**src/rtl/useq_pkg.sv**
```systemverilog
package useq_pkg;

    // Sequencing codes; the encoding is fixed by the microinstruction format
    typedef enum logic [1:0] {
        SEQ_NEXT = 2'b00,
        SEQ_COND = 2'b01,
        SEQ_JUMP = 2'b10,
        SEQ_MAP  = 2'b11
    } seq_e;

endpackage

```
**src/rtl/useq_store.sv**
```systemverilog
module useq_store #(
    parameter int AW     = 6,
    parameter int WORD_W = 18,
    parameter logic [(2**AW)*WORD_W-1:0] INIT = '0
) (
    input  logic [AW-1:0]     addr,
    output logic [WORD_W-1:0] word
);
    localparam int DEPTH = 2**AW;

    logic [WORD_W-1:0] mem [DEPTH];

    for (genvar i = 0; i < DEPTH; i++) begin : g_ent
        assign mem[i] = INIT[i*WORD_W +: WORD_W];
    end

    assign word = mem[addr];

endmodule

```
**src/rtl/useq_next.sv**
```systemverilog
module useq_next
    import useq_pkg::*;
#(
    parameter int AW    = 6,
    parameter int CS_W  = 2,
    parameter int OPC_W = 3
) (
    input  logic [1:0]         seq,
    input  logic [CS_W-1:0]    csel,
    input  logic [AW-1:0]      tgt,
    input  logic [AW-1:0]      upc,
    input  logic [OPC_W-1:0]   opcode,
    input  logic [2**CS_W-1:0] flags,
    output logic [AW-1:0]      nxt
);
    localparam int MAP_SHIFT = AW - OPC_W;

    seq_e          code;
    logic [AW-1:0] inc_addr;
    logic [AW-1:0] map_addr;
    logic          hit;

    assign code     = seq_e'(seq);
    assign inc_addr = upc + 1'b1;
    assign map_addr = AW'(opcode) << MAP_SHIFT;
    assign hit      = flags[csel];

    always_comb begin
        unique case (code)
            SEQ_NEXT: nxt = inc_addr;
            SEQ_COND: nxt = hit ? tgt : inc_addr;
            SEQ_JUMP: nxt = tgt;
            SEQ_MAP:  nxt = map_addr;
            default:  nxt = inc_addr;
        endcase
    end

endmodule

```
**src/rtl/useq_top.sv**
```systemverilog
module useq_top #(
    parameter int CTRL_W = 8,
    parameter int AW     = 6,
    parameter int CS_W   = 2,
    parameter int OPC_W  = 3,
    parameter logic [(2**AW)*(CTRL_W+2+CS_W+AW)-1:0] STORE_INIT = '0
) (
    input  logic                 clk,
    input  logic                 rst_n,
    input  logic [OPC_W-1:0]     opcode,
    input  logic [2**CS_W-1:0]   cond_in,
    output logic [AW-1:0]        uaddr,
    output logic [CTRL_W-1:0]    ctrl_out
);
    localparam int WORD_W  = CTRL_W + 2 + CS_W + AW;
    localparam int TGT_LO  = 0;
    localparam int CSEL_LO = AW;
    localparam int SEQ_LO  = AW + CS_W;
    localparam int CTRL_LO = AW + CS_W + 2;

    logic [WORD_W-1:0] cur_word;
    logic [AW-1:0]     cur_tgt;
    logic [CS_W-1:0]   cur_csel;
    logic [1:0]        cur_seq;
    logic [CTRL_W-1:0] cur_ctrl;
    logic [AW-1:0]     nxt_addr;

    useq_store #(
        .AW     (AW),
        .WORD_W (WORD_W),
        .INIT   (STORE_INIT)
    ) u_store (
        .addr (uaddr),
        .word (cur_word)
    );

    assign cur_tgt  = cur_word[TGT_LO  +: AW];
    assign cur_csel = cur_word[CSEL_LO +: CS_W];
    assign cur_seq  = cur_word[SEQ_LO  +: 2];
    assign cur_ctrl = cur_word[CTRL_LO +: CTRL_W];

    useq_next #(
        .AW    (AW),
        .CS_W  (CS_W),
        .OPC_W (OPC_W)
    ) u_next (
        .seq    (cur_seq),
        .csel   (cur_csel),
        .tgt    (cur_tgt),
        .upc    (uaddr),
        .opcode (opcode),
        .flags  (cond_in),
        .nxt    (nxt_addr)
    );

    // State register: the microprogram counter
    always_ff @(posedge clk or negedge rst_n) begin
        if (!rst_n) begin
            uaddr <= '0;
        end else begin
            uaddr <= nxt_addr;
        end
    end

    // Output register: control signals of the fetched word
    always_ff @(posedge clk or negedge rst_n) begin
        if (!rst_n) begin
            ctrl_out <= '0;
        end else begin
            ctrl_out <= cur_ctrl;
        end
    end

endmodule

```
**config.mk**
```make
export PLATFORM = sky130hd
export DESIGN_NAME = useq_top
export DESIGN_NICKNAME = d
export VERILOG_FILES = /design/src/rtl/useq_pkg.sv /design/src/rtl/useq_store.sv /design/src/rtl/useq_next.sv /design/src/rtl/useq_top.sv
export SDC_FILE = /design/constraint.sdc
export NUM_CORES = 1
export LEC_CHECK = 0
export ABC_AREA = 1
export BUFFER_PORTS_ARGS = -buffer_cell sky130_fd_sc_hd__buf_2
export CAP_MARGIN = 20
export CORE_AREA = 5 5 42 44
export DETAILED_ROUTE_END_ITERATION = 10
export DIE_AREA = 0 0 47 49
export SYNTH_ARGS = -nofsm -noshare
export SYNTH_HDL_FRONTEND = slang
export SYNTH_SLANG_ARGS = --single-unit
export TNS_END_PERCENT = 50
```
**constraint.sdc**
```tcl
create_clock -name clk -period 2.14 [get_ports clk]
set_input_delay 0.107 -clock clk [delete_from_list [all_inputs] [get_ports clk]]
set_output_delay 0.107 -clock clk [all_outputs]
set_load 0.005 [all_outputs]
```
After elaboration in Yosys (flattened, before gate mapping):

Memories as Yosys holds them, arrays and structs flattened.
Cells that the tools add are included.

* ROM bits: 1152
* memories kept: 1
* bits in registers: 14
* word-level logic and storage cells: 17
* input port bits: 9

Memory list
* (no name shown): words 64, bits a word 18, read ports 1, clocked after memory_dff 0, write ports 0, RTL line useq_store.sv:17 `assign word = mem[addr];`

* equality and inequality tests: 3
* multiplexer cells: 6
* $lt $le $gt $ge: 2
* reduce and logical (&&, ||, !) cells: 1
* bitwise operators: 1
* $add $sub $neg: 1

Operators by type and width (count)
* 18-bit 2-to-1 mux: 2
* 6-bit case mux with 4 select lines: 1
* 7-bit greater-or-equal comparator, second input constant: 1
* 6-bit inverter with 7-bit output: 1
* 6-bit by 1-bit adder with 6-bit output, second input constant: 1
* 6-bit 2-to-1 mux: 1
* 2-bit equality test, second input constant: 2
* 2-bit by 3-bit < comparator with 1-bit output, second input constant: 1
* 1-bit binary-select mux with 2-bit select: 1
* 2-bit by 1-bit equality test with 1-bit output, second input constant: 1
* 2-bit zero test: 1
* 1-bit 2-to-1 mux: 1

Logic depth before layout (Yosys ltp):

* word-level depth: 8
* depth in mapped cells: 4
* depth with buffers taken out: 4

Modules after synthesis:

Synthesis repeated with hierarchy kept, for this count alone.

* cell total of the unflattened synthesis: 86
* area total of the unflattened synthesis: 767.0 um^2

By module, submodules not included
* useq_top: times used 1, seq. area each 350.3 um^2, area each 350.3 um^2, cells an instance 14
* useq_next: times used 1, seq. area each 0.0 um^2, area each 277.8 um^2, cells an instance 53
* useq_store: times used 1, seq. area each 0.0 um^2, area each 138.9 um^2, cells an instance 19

Least setup slack after synthesis:

OpenSTA, ideal clock, no wires.

* path kind: reg-to-reg
* from: reg uaddr[0]
* to: reg uaddr[4]
* path slack: 1224 ps
* data arrival time: 793 ps
* stages on the path, launching flop included: 4
* setup time: 123 ps
* buffers on the path: 0
* path through: dfrtp_1 -> ha_1 -> nand3_1 -> xnor2_1

* longest elaborated chain between the ends: 8

Ends and longest elaborated chain
* start, declared: RTL line useq_top.sv:12 `output logic [AW-1:0] uaddr,`
* start signal, assigned: RTL line useq_top.sv:61 `uaddr <= nxt_addr;`
* 6-bit inverter with 7-bit output (implied by the code): RTL line useq_store.sv:17
* memory 64 x 18 bit
* 18-bit 2-to-1 mux (implied by the code) (2 in a row): RTL line useq_store.sv:17
* 1-bit binary-select mux with 2-bit select: RTL line useq_next.sv:26 `assign hit = flags[csel];`
* 1-bit 2-to-1 mux (implied by the code): RTL line useq_next.sv:26
* 6-bit 2-to-1 mux: RTL line useq_next.sv:31 `SEQ_COND: nxt = hit ? tgt : inc_addr;`
* 6-bit case mux with 4 select lines *: RTL line useq_next.sv:29 `unique case (code)`
* named net nxt_addr[4]: RTL line useq_top.sv:26 `logic [AW-1:0] nxt_addr;`

Mark *: on every way through the listed nets, which the timed path passes. The rest lies on a longest branch. The select of a mux whose other input is x is not followed.

Worst setup path after layout:

Same ends and word-level chain as after synthesis.

==> results by stage <==
Setup path:
- The critical setup path kind is reg -> reg.
- The cell type of the slowest stage on the worst timing path is sky130_fd_sc_hd__dfrtp_1.
- The biggest fanout along the worst timing path is 4.
- The worst setup path is captured at a register.
- The largest single stage delay on the critical path is roughly 390 ps.
- The largest delay contributor family on the critical path is flip-flops.
- STA classifies the critical path startpoint as a register.
- For the worst flop-to-flop path, the logic depth is 3.
- The worst register-to-register path begins at uaddr[0].
- In this run the number of cells on the critical path is 3.
- The signal on the critical path passes through ha_1 -> nand3_1 -> xnor2_1.
- Counting both buffers and inverters, the worst setup path holds a total of 0.
- STA puts the critical path data required time at roughly 2300 ps.
- The worst path arrival time is about 1100 ps.
- In this run the worst setup path begins at uaddr[0].

Synthesis:
- The flop and latch count out of synthesis is 6.
- Counting instances in the post-synthesis netlist gives the leading cell types as sky130_fd_sc_hd__buf_4 (8), sky130_fd_sc_hd__dfrtp_1 (6), sky130_fd_sc_hd__inv_1 (3), sky130_fd_sc_hd__nand2_1 (3).
- Of all flip-flops after synthesis, the portion carrying an async set or reset was 100.0%.
- The most used flip-flop cell after synthesis is sky130_fd_sc_hd__dfrtp_1.
- After synthesis the cells add up to 310.3 µm².
- After synthesis, flip-flops and latches occupy between 40% and 50% of the total area.
- The biggest area consumer among synthesized cells is sky130_fd_sc_hd__dfrtp_1.
- After synthesis, the mean cell area works out to just over 10 µm².
- Ranked by total cell area, the synthesized netlist is headed by sky130_fd_sc_hd__dfrtp_1 (48%), sky130_fd_sc_hd__buf_4 (19%), sky130_fd_sc_hd__xnor2_1 (5.6%).
- The cell with the most instances after synthesis is sky130_fd_sc_hd__buf_4.
- Synthesis produced 30 cells.
- The share of synthesized area in the top cell type comes to between 40% and 50%.
- In this run, synthesis inferred 0 flip-flops with an integrated enable.
- After synthesis, the netlist uses 12 different library cells.
- The Yosys step of the flow raised 0 warnings.

Die:
- The floorplan has 14 rows.
- The area enclosed by the die boundary is 0.002303 mm².
- The width of the chip is 47 µm.
- The initial core utilization is between 20% and 30%.
- The floorplan die height is roughly 49 µm.
- The number of top-level design ports is 23.
- The core region area is around 0.0014 mm².

Power:
- The worst IR drop on VDD is 0.2812 mV.
- Summed over all cells, the static leakage comes to slightly above 0.0002 µW.
- Dividing total power by cell area gives a power density of just over 600 mW/mm².

CTS:
- Clock tree synthesis inserted a total of 3 buffers.
- In this run, post-CTS repair resized a total of 0 instances.
- CTS placed an instance of sky130_fd_sc_hd__clkbuf_4 at the clock tree root.
- The H-tree level count is 1.
- CTS saw 6 sinks.
- The number of hold buffers added after CTS was 1.
- Buffers added to address setup during post-CTS repair amount to 0.
- TritonCTS built the clock tree.
- The clock passes through at most 2 buffers.
- The clock latency of the later-clocked register in the worst-skew pair is roughly 240 ps.
- After clock tree synthesis, the clock-pin slew on the worst setup and hold paths is 40 ps.

Layout:
- Summing all non-filler instances in the final layout gives an area of between 300 and 400 µm².
- The area occupied by multi-input gates is roughly 120 µm².
- The number of antenna diodes is 0.
- The signed area change from the synthesized netlist to the final layout is 17.34%.
- The total area of sequential cells is ~150 µm².
- The register with the most flip-flops in the layout has 6 of them.
- The share of cells above drive strength 1 is 30.00%.
- The register with the most flip-flops in the final layout is uaddr.
- The largest registers in the layout are uaddr: 6 flops.
- The post-layout instance count excluding filler cells is 56.
- The final-stage net count is 52.
- The fill cell instance count of the final layout is roughly 160.

Route:
- After detailed routing, the average wire length per cell comes to about 9.0 µm.
- The detailed-route vias per instance is approximately 3.6.
- The DRC violation count after routing is 0.
- The post-route antenna net violation count is 0.
- The number of search-and-repair iterations in the first detailed-routing pass is 2.
- After the first detailed-routing iteration, the DRC count stood at 1.
- The number of vias after detailed routing is 200.
- The routed wire length is 504 µm.

Worst hold path:
- The path type of the worst min-delay path is in -> async.

Global route:
- Entering global routing, the biggest net connects 7 pins.
- The number of antenna violations at the first check in global routing is 0.
- The remaining global-route overflow is 0.
- The first-pass GRT wire length is roughly 800 µm.
- The via count of the first global-routing pass is 197.
- The total global-route track usage is under 10%.

STA:
- Setup repair after global routing left no endpoint under its margin.
- The hold violation total from the final report came to 0.
- The number of max-slew violations in the final report was 0.
- Setup violations remaining at the end of the flow were counted as 0.
- The shortest clock period the worst path allows after layout is 938.2 ps.
- In the final timing run, aggregate negative setup slack is 0 ps.
- The worst setup skew after layout is about 2.8 ps.
- The upper clock frequency limit is 1066 MHz.
- In the finished design, the share of the clock period the worst path needs comes to between 40 and 50%.

Status:
- The flow ran to the end, and the final reports show no timing, DRC or antenna violations.

Flow run:
- Max-cap violations in this run came to 0.

Place:
- The placed instances occupy a cell area of about 330 µm².
- At the end of routability-driven placement, the weighted congestion stood at 0.6606.
- The count of buffers added on input and output ports is 7.
- Including well taps, the total number of placed cells is 52.
routing by layer:
metal  track usage (%)  routed length (µm)  vias to the layer above
met3             5.535                  73                        0
met4             2.765                   0                        0
met1             5.381                 167                       92
met2             7.014                 262                       10
li1                  -                   -                       98
met5                 0                   0                        -
power breakdown:
part	internal [µW]	switching, µW	total, µW	leakage [µW]
clock	63.2	37.9	101	0.0000138
combinational	1.86	5.71	7.57	0.000122
sequential	114	0	114	0.0000693
total	179	43.6	223	0.000205
placed cells by master, fill, tap and decap left out:
cell	count
sky130_fd_sc_hd__buf_2	7
sky130_fd_sc_hd__clkbuf_4	3
sky130_fd_sc_hd__conb_1	8
sky130_fd_sc_hd__dfrtp_1	6
sky130_fd_sc_hd__dlygate4sd3_1	1
sky130_fd_sc_hd__ha_1	1
sky130_fd_sc_hd__inv_1	3
sky130_fd_sc_hd__nand2_1	3
sky130_fd_sc_hd__nand3_1	2
sky130_fd_sc_hd__nand3_2	1
sky130_fd_sc_hd__nor2_1	1
sky130_fd_sc_hd__o21bai_2	1
sky130_fd_sc_hd__xnor2_1	2
sky130_fd_sc_hd__xor2_1	1
final timing paths:
path / end / slack, ps
worst max register to register: uaddr[4] / 1200
worst max-delay path: uaddr[4] / 1200
min in group clk: uaddr[4] / 490
worst min register to register: uaddr[4] / 490
max in group asynchronous: uaddr[1] / 1780
worst min-delay path: uaddr[2] / 220
cell families (layout without fill, tap and decap cells):
logic type | Yosys count | after routing | share of synthesized area [%]
AO/OA/AOI/OAI | 1 | 1 | 3.629
XOR/XNOR | 3 | 3 | 8.469
adder cells (fa/ha/maj) | 1 | 1 | 4.032
buffers and inverters | 11 | 14 | 22.98
flip-flops | 6 | 6 | 48.39
other | 1 | 8 | 1.209
AND/OR/NAND/NOR | 7 | 7 | 11.29
area by class of cell:
class,instances,area share [%]
well taps,16,5.498
inverters,3,3.093
clock buffers,3,6.186
multi-input cells,20,31.62
repair buffers,8,12.37
flip-flops and latches,6,41.24
metrics by stage:
step	setup WS, ps	utilization (%)	hold WS, ps	power, µW
CTS	1182	25.98	213.7	229.5
floorplan	1224	-	-188.6	129.2
global placement	1207	23.66	-64.63	121.4
detailed placement	1188	23.66	-59.29	121.6
global route	1122	25.98	233.1	236.8
finish	1202	25.98	217.4	222.5
Power figures use the tool's default switching activity.
